$ cat src/rtl/ldst_hz_pkg.sv
package ldst_hz_pkg;
  // distance from base to pos going forward around a ring of n slots
  function automatic int unsigned ring_dist(int unsigned pos, int unsigned base, int unsigned n);
    return (pos >= base) ? pos - base : pos + n - base;
  endfunction

  function automatic int unsigned ring_add(int unsigned base, int unsigned off, int unsigned n);
    return (base + off >= n) ? base + off - n : base + off;
  endfunction
endpackage

$ cat src/rtl/hz_ent_cmp.sv
module hz_ent_cmp #(
  parameter int N_ENT  = 16,
  parameter int ADDR_W = 32
) (
  input  logic [ADDR_W-1:0]            ld_addr_i,
  input  logic [N_ENT-1:0]             ent_busy_i,
  input  logic [N_ENT-1:0]             ent_is_st_i,
  input  logic [N_ENT-1:0]             ent_addr_ok_i,
  input  logic [N_ENT-1:0][ADDR_W-1:0] ent_addr_i,
  output logic [N_ENT-1:0]             cand_o
);
  // unresolved store address cannot be ruled out, so it counts as a hit
  for (genvar g = 0; g < N_ENT; g++) begin : g_ent
    assign cand_o[g] = ent_busy_i[g] & ent_is_st_i[g]
                     & (~ent_addr_ok_i[g] | (ent_addr_i[g] == ld_addr_i));
  end
endmodule

$ cat src/rtl/hz_age_rot.sv
module hz_age_rot
  import ldst_hz_pkg::*;
#(
  parameter int N_ENT = 16,
  parameter int IDX_W = $clog2(N_ENT)
) (
  input  logic [IDX_W-1:0] head_i,
  input  logic [IDX_W-1:0] ld_idx_i,
  input  logic [N_ENT-1:0] cand_i,
  output logic [N_ENT-1:0] ord_o
);
  logic [IDX_W-1:0] ld_age;

  assign ld_age = IDX_W'(ring_dist(int'(ld_idx_i), int'(head_i), N_ENT));

  // slot a of ord_o holds the entry of age a, kept only if older than the load
  for (genvar a = 0; a < N_ENT; a++) begin : g_slot
    logic [IDX_W-1:0] src;
    assign src      = IDX_W'(ring_add(int'(head_i), a, N_ENT));
    assign ord_o[a] = cand_i[src] & (IDX_W'(a) < ld_age);
  end
endmodule

$ cat src/rtl/hz_pick_hi.sv
module hz_pick_hi #(
  parameter int N_ENT = 16,
  parameter int IDX_W = $clog2(N_ENT)
) (
  input  logic [N_ENT-1:0] vec_i,
  output logic             hit_o,
  output logic [IDX_W-1:0] pos_o
);
  always_comb begin
    hit_o = 1'b0;
    pos_o = '0;
    for (int k = 0; k < N_ENT; k++) begin
      if (vec_i[k]) begin
        hit_o = 1'b1;
        pos_o = IDX_W'(k);
      end
    end
  end
endmodule

$ cat src/rtl/ldst_hazard_gate.sv
module ldst_hazard_gate
  import ldst_hz_pkg::*;
#(
  parameter int N_ENT  = 16,
  parameter int ADDR_W = 32,
  localparam int IDX_W = $clog2(N_ENT)
) (
  input  logic                         ld_valid_i,
  input  logic [ADDR_W-1:0]            ld_addr_i,
  input  logic [IDX_W-1:0]             ld_idx_i,
  input  logic [IDX_W-1:0]             head_idx_i,
  input  logic [N_ENT-1:0]             ent_busy_i,
  input  logic [N_ENT-1:0]             ent_is_st_i,
  input  logic [N_ENT-1:0]             ent_addr_ok_i,
  input  logic [N_ENT-1:0][ADDR_W-1:0] ent_addr_i,
  output logic                         ld_go_o,
  output logic                         ld_stall_o,
  output logic [IDX_W-1:0]             blk_idx_o
);
  logic [N_ENT-1:0] cand;
  logic [N_ENT-1:0] ord;
  logic             hit;
  logic [IDX_W-1:0] hit_age;
  logic [IDX_W-1:0] hit_idx;

  hz_ent_cmp #(.N_ENT(N_ENT), .ADDR_W(ADDR_W)) u_cmp (
    .ld_addr_i    (ld_addr_i),
    .ent_busy_i   (ent_busy_i),
    .ent_is_st_i  (ent_is_st_i),
    .ent_addr_ok_i(ent_addr_ok_i),
    .ent_addr_i   (ent_addr_i),
    .cand_o       (cand)
  );

  hz_age_rot #(.N_ENT(N_ENT), .IDX_W(IDX_W)) u_rot (
    .head_i  (head_idx_i),
    .ld_idx_i(ld_idx_i),
    .cand_i  (cand),
    .ord_o   (ord)
  );

  hz_pick_hi #(.N_ENT(N_ENT), .IDX_W(IDX_W)) u_pick (
    .vec_i(ord),
    .hit_o(hit),
    .pos_o(hit_age)
  );

  // age back to buffer index
  assign hit_idx    = IDX_W'(ring_add(int'(head_idx_i), int'(hit_age), N_ENT));

  assign ld_go_o    = ld_valid_i & ~hit;
  assign ld_stall_o = ld_valid_i & hit;
  assign blk_idx_o  = ld_stall_o ? hit_idx : '0;
endmodule

$ cat config.mk
export PLATFORM = sky130hd
export DESIGN_NAME = ldst_hazard_gate
export DESIGN_NICKNAME = d
export VERILOG_FILES = /design/src/rtl/ldst_hz_pkg.sv /design/src/rtl/hz_ent_cmp.sv /design/src/rtl/hz_age_rot.sv /design/src/rtl/hz_pick_hi.sv /design/src/rtl/ldst_hazard_gate.sv
export SDC_FILE = /design/constraint.sdc
export NUM_CORES = 1
export LEC_CHECK = 0
export ABC_CLOCK_PERIOD_IN_PS = 4400
export BUFFER_PORTS_ARGS = -buffer_cell sky130_fd_sc_hd__buf_2
export CORE_AREA = 2 2 235 237
export DETAILED_ROUTE_END_ITERATION = 16
export DIE_AREA = 0 0 237 239
export PLACE_DENSITY = 0.45
export RECOVER_POWER = 25
export SYNTH_ARGS = -nofsm -noshare
export SYNTH_HDL_FRONTEND = slang
export SYNTH_HIERARCHICAL = 1
export SYNTH_SLANG_ARGS = --single-unit
$ cat constraint.sdc
create_clock -name vclk -period 4.4
set_input_delay 0.22 -clock vclk [all_inputs]
set_output_delay 0.22 -clock vclk [all_outputs]
set_load 0.03 [all_outputs]
==> results of run 1 <==
==> worst min-delay path: stages <==
cell and delay (ps):
sky130_fd_sc_hd__buf_2 120, sky130_fd_sc_hd__and3_4 140, sky130_fd_sc_hd__buf_6 130
==> cell type report <==
| class | count | area, um^2 | share of cell area (%) |
|---|---|---|---|
| timing repair buffer | 898 | 6140 | 39.5 |
| tap | 704 | 881 | 5.67 |
| multi-input combinational | 859 | 8440 | 54.4 |
| antenna | 11 | 27.5 | 0.177 |
| inverter | 10 | 37.5 | 0.242 |
==> kinds of logic (layout without fill, tap and decap cells) <==
kind of cell    after synthesis  count (layout)  synth area share (%)
compound gates               45              45                  3.56
simple gates                227             227                  17.2
fa+ha+maj                    15              15                  2.55
buf+inv                      82             908                  9.70
other cells                   1              12                0.0472
xor+xnor                    525             525                  57.9
mux                          46              46                  9.10
==> cell usage in the layout (no fill, tap or decap), types with 13 or more instances in the layout <==
master,netlist,layout
sky130_fd_sc_hd__nor2_1,17,14
sky130_fd_sc_hd__buf_8,2,13
sky130_fd_sc_hd__nand4_1,33,33
sky130_fd_sc_hd__mux4_2,17,18
sky130_fd_sc_hd__nor4_2,0,47
sky130_fd_sc_hd__xor2_1,519,469
sky130_fd_sc_hd__buf_12,5,42
sky130_fd_sc_hd__buf_2,11,572
sky130_fd_sc_hd__buf_4,14,229
sky130_fd_sc_hd__and3_4,0,18
sky130_fd_sc_hd__buf_6,39,38
sky130_fd_sc_hd__xor2_2,0,39
sky130_fd_sc_hd__nor4_1,132,74
==> routing by layer <==
layer / wire (um) / part of all wire, %
met3: 2930 / 5.5
met1: 22200 / 42
met5: 34 / 0.064
met2: 26900 / 51
met4: 1150 / 2.2
==> through the flow <==
stage	instance area (um^2)	utilization (%)	worst slack, ps	hold WS, ps	setup TNS, ps
final	15500	28.6	-307	827	-673
after global routing	15500	28.6	-427	851	-1170
after CTS	14700	27.1	-362	835	-842
after detailed placement	13200	24.3	-911	832	-3670
after global placement	13200	24.3	-921	831	-3670
after floorplan	7950	-	136	611	0
==> synth_stat cells, types with 3 or more instances <==
master / count / area [um^2]
sky130_fd_sc_hd__nor2b_1: 3 / 18.8
sky130_fd_sc_hd__nand4_1: 33 / 206
sky130_fd_sc_hd__inv_1: 8 / 30.0
sky130_fd_sc_hd__nand2b_1: 3 / 18.8
sky130_fd_sc_hd__mux4_2: 17 / 383
sky130_fd_sc_hd__nor2_1: 17 / 63.8
sky130_fd_sc_hd__mux2_2: 12 / 135
sky130_fd_sc_hd__nor3_1: 4 / 20.0
sky130_fd_sc_hd__buf_4: 14 / 105
sky130_fd_sc_hd__buf_2: 11 / 55.1
sky130_fd_sc_hd__xor2_1: 519 / 4550
sky130_fd_sc_hd__nor3b_1: 4 / 30.0
sky130_fd_sc_hd__o21ai_1: 11 / 55.1
sky130_fd_sc_hd__buf_12: 5 / 100
sky130_fd_sc_hd__xnor2_1: 6 / 52.6
sky130_fd_sc_hd__o21ai_0: 8 / 40.0
sky130_fd_sc_hd__a21boi_1: 4 / 30.0
sky130_fd_sc_hd__a21oi_1: 9 / 45.0
sky130_fd_sc_hd__mux2i_1: 13 / 130
sky130_fd_sc_hd__ha_1: 13 / 163
sky130_fd_sc_hd__nand3_1: 4 / 20.0
sky130_fd_sc_hd__and3_1: 18 / 113
sky130_fd_sc_hd__buf_6: 39 / 439
sky130_fd_sc_hd__nand2_1: 7 / 26.3
sky130_fd_sc_hd__nor4_1: 132 / 826
==> power by group through the flow <==
stage	combinational (W)	clock, W	sequential [W]
final	0.00169	0.000000000337	0
after global routing	0.00181	0.000000000306	0
after global placement	0.00137	0	0
after CTS	0.00158	0	0
after floorplan	0.000705	0	0
after detailed placement	0.00138	0	0
==> how the worst max path moves through the flow <==
stage                        startpoint           end  slack, ps  depth (start not counted)
after floorplan            ld_addr_i[5]  blk_idx_o[2]        140                         17
after global placement     ld_addr_i[2]  blk_idx_o[2]       -920                         22
after detailed placement   ld_addr_i[2]  blk_idx_o[1]       -910                         21
after CTS                 ld_addr_i[30]  blk_idx_o[1]       -360                         21
after global routing      ld_addr_i[22]  blk_idx_o[1]       -430                         20
final                     ld_addr_i[29]  blk_idx_o[1]       -310                         19
==> timing repair <==
action | in CTS | in global routing
setup endpoints to repair | 6 | 6
pin swaps | 103 | 73
buffers inserted | 41 | 27
gates cloned | 3 | 0
resized for setup | 228 | 105
==> impl_results.md, run 1 <==
* Result of the run: finished, violations left
* Violations in the final reports: setup timing
* Category of the critical setup timing path: input port to output port
* Hold path depth at 3
* Cell internal pwr at about 0.00087 W
* Met3 usage in global routing at 2.67%
* Total chip power at ~0.0017 W
* # Max-Cap Violations at 0
* Synth Instances at approximately 940
* Iteration-0 DRC Markers at between 400 and 500
* Storage cell area at 0 um^2
* Number of placed I/O pins at between 600 and 700
* Ys Warns at 6
* Placed wire-length estimate after detailed placement at 46700 um
* Die Span Y at roughly 240 um
* Cell row count at 86
* Core region area at 54300 um^2
* Sw power at about 0.00082 W
* Worst-Margin Slew at 698 ps
* Placed Cells incl. Taps at between 2000 and 2500
* Final worst slack at -307 ps
* Min-Delay Startpoint: ld_valid_i
* Final critical-path share of the clock period at 107%
* Min Clock Period, post-route at approximately 4700 ps
* CP Launch Type: input port
* Hold Crit Class: input port to output port
* Number of standard cells in the layout, taps in and fillers out at between 2000 and 2500
* Number of endpoints with negative hold slack in the final report at 0
* Reported leakage power at around 7.3 nW
* Final #Nets at between 2000 and 2500
* Proportion of power drawn by combinational gates at 100.0%
* Cell with the largest stage delay on the worst path: sky130_fd_sc_hd__fa_2
* Buf/Inv on CP at 5
* Part of the power in registers at 0%
* Ordered list of cells on the worst path: buf_8 -> buf_4 -> xor2_1 -> nor4_4 -> buf_4 -> nand4_1 -> o21ai_1 -> and3_4 -> buf_4 -> mux4_2 -> mux4_2 -> nor3b_4 -> or3b_4 -> a311oi_2 -> a31oi_2 -> ha_4 -> fa_2 -> and3_4 -> buf_6
* First-pass GRT wire length at roughly 73000 um
* Distinct cells, synth at 43
* CP Data Arrival Time at roughly 4500 ps
* Pin count of the biggest net entering global routing at 28
* Max IR drop VDD at about 88 uV
* Weighted congestion reported at the end of routability-driven placement at around 1
* Global-route congestion overflow total at 0
* CLK BUF at 0
* First-pass iteration count of the detailed router at 4
* Worst Hold Path EP: blk_idx_o[0]
* Required time of the critical path at 4180 ps
* Max Freq at 212 MHz
* Largest delay share family, worst path: simple AND/OR/NAND/NOR gates
* Layer with the highest usage: met2
* Port-buffer cells at slightly above 600
* Post-Syn Nets at about 1600
* Number of vias per cell at slightly above 4
* Post-DRT Antenna Nets at 0
* Final sequential cell count at 0
* Clock Power Share at 0%
* Met1 global-route usage at 22.1%
* Fillers at 5871
* Max Transition Viols Final at 0
* Average cell area after synthesis at around 8.4 um^2
* Largest stage delay on the critical path at 510 ps
* Unrepaired setup endpoints after global routing: true
* Share of cells above drive strength 1 at 62.0%
* Overall track demand over capacity in global routing at 17.6%
* Die outline area at roughly 57000 um^2
* Initial antenna violation count at 19
* Routing usage on met2 at 31.5%
* Number of design rule violations left after detail routing at 0
* Area Growth Syn to Fin at 95.4%
* Final setup violating endpoints at 3
* Critical path endpoint category: output port
* Proportion of synthesized chip area in sequential cells at 0%
* CTS Hold Bufs at 0
* Maximum fanout encountered on the critical timing path at 5
* Vias in the first global route at ~11000
* Post-detailed-routing wire length at ~53000 um
* Detailed-route wire length per cell at 21.4 um
* Power density over the cells at approximately 110 nW/um^2
* Initial Utilization at between 10% and 20%
* Die boundary width at 237 um
* Dominant cell type by count on the critical path: sky130_fd_sc_hd__buf_4
* Combined area of all synthesized cells at ~7900 um^2
* Worst slew margin relative to its limit at between 50% and 60%
* Number of vias in the routed layout at just over 10000
* Net Sw Frac at roughly 49%
(Power assumes the default switching activity.)
==> inputs of run 2 (changes only) <==
--- a/config.mk
+++ b/config.mk
@@ -7,9 +7,9 @@
 export LEC_CHECK = 0
 export ABC_CLOCK_PERIOD_IN_PS = 4400
 export BUFFER_PORTS_ARGS = -buffer_cell sky130_fd_sc_hd__buf_2
-export CORE_AREA = 2 2 235 237
+export CORE_AREA = 4 4 237 239
 export DETAILED_ROUTE_END_ITERATION = 16
-export DIE_AREA = 0 0 237 239
+export DIE_AREA = 0 0 241 243
 export PLACE_DENSITY = 0.45
 export RECOVER_POWER = 25
 export SYNTH_ARGS = -nofsm -noshare
==> impl_results.md, run 2 (same netlist as run 1, synthesis figures left out) <==
* Result of the run: finished, violations left (unchanged)
* Violations in the final reports: setup timing (unchanged)
* Number of placed I/O pins at 607 (unchanged)
* Final setup violating endpoints at 3 (unchanged)
* Die outline area at 58600 um^2 (was 56600 um^2)
* Number of vias per cell at 4.12 (was 4.10)
* Placed wire-length estimate after detailed placement at 47300 um (was 46700 um)
* Share of cells above drive strength 1 at 58.1% (was 62.0%)
* Sw power at 0.000786 W (was 0.000824 W)
* First-pass GRT wire length at 73000 um (unchanged)
* Clock Power Share at 0% (about the same)
* Wire length on met2 at 26300 um (was 26900 um)
* Final worst slack at -344 ps (was -307 ps)
* Dominant cell type by count on the critical path: sky130_fd_sc_hd__and3_4 (was sky130_fd_sc_hd__buf_4)
* Number of endpoints with negative hold slack in the final report at 0 (unchanged)
* CLK BUF at 0 (unchanged)
* Final sequential cell count at 0 (unchanged)
* Largest stage delay on the critical path at 530 ps (was 510 ps)
* Reported leakage power at 6.81 nW (was 7.27 nW)
* Final #Nets at 2315 (was 2385)
* Worst Hold Path EP: blk_idx_o[0] (unchanged)
* Number of design rule violations left after detail routing at 0 (unchanged)
* Hold path depth at 3 (unchanged)
* Critical path endpoint category: output port (unchanged)
* Iteration-0 DRC Markers at 389 (was 452)
* Net Sw Frac at 49.9% (was 48.7%)
* Routed length on met1 at 22900 um (was 22200 um)
* Unrepaired setup endpoints after global routing: true (unchanged)
* Category of the critical setup timing path: input port to output port (unchanged)
* Max IR drop VDD at 75.8 uV (was 88.5 uV)
* Cell with the largest stage delay on the worst path: sky130_fd_sc_hd__mux4_2 (was sky130_fd_sc_hd__fa_2)
* Die boundary width at 241 um (was 237 um)
* Number of vias in the routed layout at 9885 (was 10180)
* Worst-Margin Slew at 707 ps (was 698 ps)
* Max Transition Viols Final at 0 (unchanged)
* Worst slew margin relative to its limit at 52.4% (was 53.0%)
* Number of standard cells in the layout, taps in and fillers out at 2397 (was 2482)
* Setup_tns at -832 ps (was -673 ps)
* Pin count of the biggest net entering global routing at 18 (was 28)
* Placed Cells incl. Taps at 2360 (was 2407)
* Share of the core filled with cells at 26.7% (was 28.6%)
* # Max-Cap Violations at 0 (unchanged)
* Part of the power in registers at 0% (about the same)
* CP Data Arrival Time at 4520 ps (was 4490 ps)
* First-pass iteration count of the detailed router at 5 (was 4)
* Hold Crit Class: input port to output port (unchanged)
* Die Span Y at 243 um (was 239 um)
* Required time of the critical path at 4180 ps (about the same)
* Most frequent cells in the layout: 576 x sky130_fd_sc_hd__buf_2, 493 x sky130_fd_sc_hd__xor2_1, 181 x sky130_fd_sc_hd__buf_4 (was 572 x sky130_fd_sc_hd__buf_2, 469 x sky130_fd_sc_hd__xor2_1, 229 x sky130_fd_sc_hd__buf_4)
* Metal3 WL at 2850 um (was 2930 um)
* CP Launch Type: input port (unchanged)
* Area Growth Syn to Fin at 80.7% (was 95.4%)
* Maximum fanout encountered on the critical timing path at 5 (unchanged)
* Port-buffer cells at 607 (unchanged)
* Initial Utilization at 14.8% (was 14.6%)
* Initial antenna violation count at 10 (was 19)
* Detailed-route wire length per cell at 22.2 um (was 21.4 um)
* Weighted congestion reported at the end of routability-driven placement at 0.912 (was 0.980)
* Most common cell after layout, fill and taps aside: sky130_fd_sc_hd__buf_2 (unchanged)
* Min Clock Period, post-route at 4740 ps (was 4710 ps)
* Vias in the first global route at 10795 (was 11163)
* Global-route congestion overflow total at 0 (unchanged)
* Post-detailed-routing wire length at 53300 um (was 53200 um)
* Core region area at 53800 um^2 (was 54300 um^2)
* Fillers at 5944 (was 5871)
* Cell internal pwr at 0.000788 W (was 0.000869 W)
* Proportion of power drawn by combinational gates at 100.0% (about the same)
* Highest routed layer: met5 (unchanged)
* Storage cell area at 0 um^2 (unchanged)
* Power density over the cells at 110 nW/um^2 (was 109 nW/um^2)
* Overall track demand over capacity in global routing at 16.9% (was 17.6%)
* Final critical-path share of the clock period at 108% (was 107%)
* Post-DRT Antenna Nets at 0 (unchanged)
* CTS Hold Bufs at 0 (unchanged)
* Ordered list of cells on the worst path: buf_2 -> xor2_1 -> nor4_1 -> buf_4 -> nand4_1 -> o21ai_1 -> and3_4 -> mux2i_2 -> mux4_2 -> nor2_4 -> a21oi_2 -> nor3_2 -> or3b_4 -> a311oi_2 -> a31oi_1 -> ha_2 -> fa_2 -> and3_4 -> buf_6 (was buf_8 -> buf_4 -> xor2_1 -> nor4_4 -> buf_4 -> nand4_1 -> o21ai_1 -> and3_4 -> buf_4 -> mux4_2 -> mux4_2 -> nor3b_4 -> or3b_4 -> a311oi_2 -> a31oi_2 -> ha_4 -> fa_2 -> and3_4 -> buf_6)
* Pre-CTS setup slack at -996 ps (was -911 ps)
* Max Freq at 211 MHz (was 212 MHz)
* Cell row count at 85 (was 86)
* Min-Delay Startpoint: ld_valid_i (unchanged)
[run 2: cell types whose count changed in the layout (fill, tap and decap cells not counted), moves of 4 or more]
cell	before	now
sky130_fd_sc_hd__and3_4	18	13
sky130_fd_sc_hd__buf_12	42	36
sky130_fd_sc_hd__buf_2	572	576
sky130_fd_sc_hd__buf_4	229	181
sky130_fd_sc_hd__buf_6	38	26
sky130_fd_sc_hd__buf_8	13	4
sky130_fd_sc_hd__diode_2	11	4
sky130_fd_sc_hd__nor4_4	11	6
sky130_fd_sc_hd__xor2_1	469	493
sky130_fd_sc_hd__xor2_2	39	24
sky130_fd_sc_hd__xor2_4	11	2
[run 2: cell type report]
cell class | count | area (um^2) | area share [%]
inverters | 10 | 37.5 | 0.261
multi-input cells | 859 | 8020 | 55.8
well taps | 696 | 871 | 6.07
repair buffers | 828 | 5420 | 37.8
diodes | 4 | 10.0 | 0.0697
[run 2: worst max-delay path by stage]
stage | start | to | slack [ps] | cells past startpoint
finish | ld_addr_i[17] | blk_idx_o[1] | -340 | 19
global route | ld_addr_i[6] | blk_idx_o[1] | -500 | 21
CTS | ld_addr_i[30] | blk_idx_o[1] | -340 | 20
detailed placement | ld_addr_i[2] | blk_idx_o[2] | -1000 | 20
global placement | ld_addr_i[2] | blk_idx_o[2] | -1050 | 20
floorplan | ld_addr_i[5] | blk_idx_o[2] | 140 | 17
[run 2: repair_timing]
action | in CTS | in global routing
cloned | 3 | 0
buffers inserted | 26 | 8
resized for setup | 160 | 63
setup endpoints to repair | 6 | 6
pin swaps | 45 | 41
[run 2: per-stage QoR]
stage | hold slack (ps) | total power (W) | cell area [um^2]
floorplan | 611 | 0.000705 | 7950
global placement | 833 | 0.00136 | 12900
detailed placement | 835 | 0.00136 | 12900
CTS | 827 | 0.00152 | 13900
global route | 844 | 0.00169 | 14400
finish | 830 | 0.00157 | 14400
[run 2: per-layer routing]
layer  track usage, %  vias up
met5                0        -
met4             3.09        8
met3             2.30       52
met2             29.7      376
met1             22.0     4679
li1                 -     4770
[run 2: power by group through the flow]
stage / clock network (W) / registers, W / logic [W]
6_report: 0.000000000122 / 0 / 0.00157
4_1_cts: 0 / 0 / 0.00152
5_1_grt: 0.0000000000914 / 0 / 0.00169
2_1_floorplan: 0 / 0 / 0.000705
3_3_place_gp: 0 / 0 / 0.00136
3_5_place_dp: 0 / 0 / 0.00136
[run 2: critical path: cells and delay by family]
kind	cells	cell delay, ps
simple gates	7	1720
fa+ha+maj	2	730
mux	2	650
compound gates	4	560
buf+inv	3	460
xor+xnor	1	170
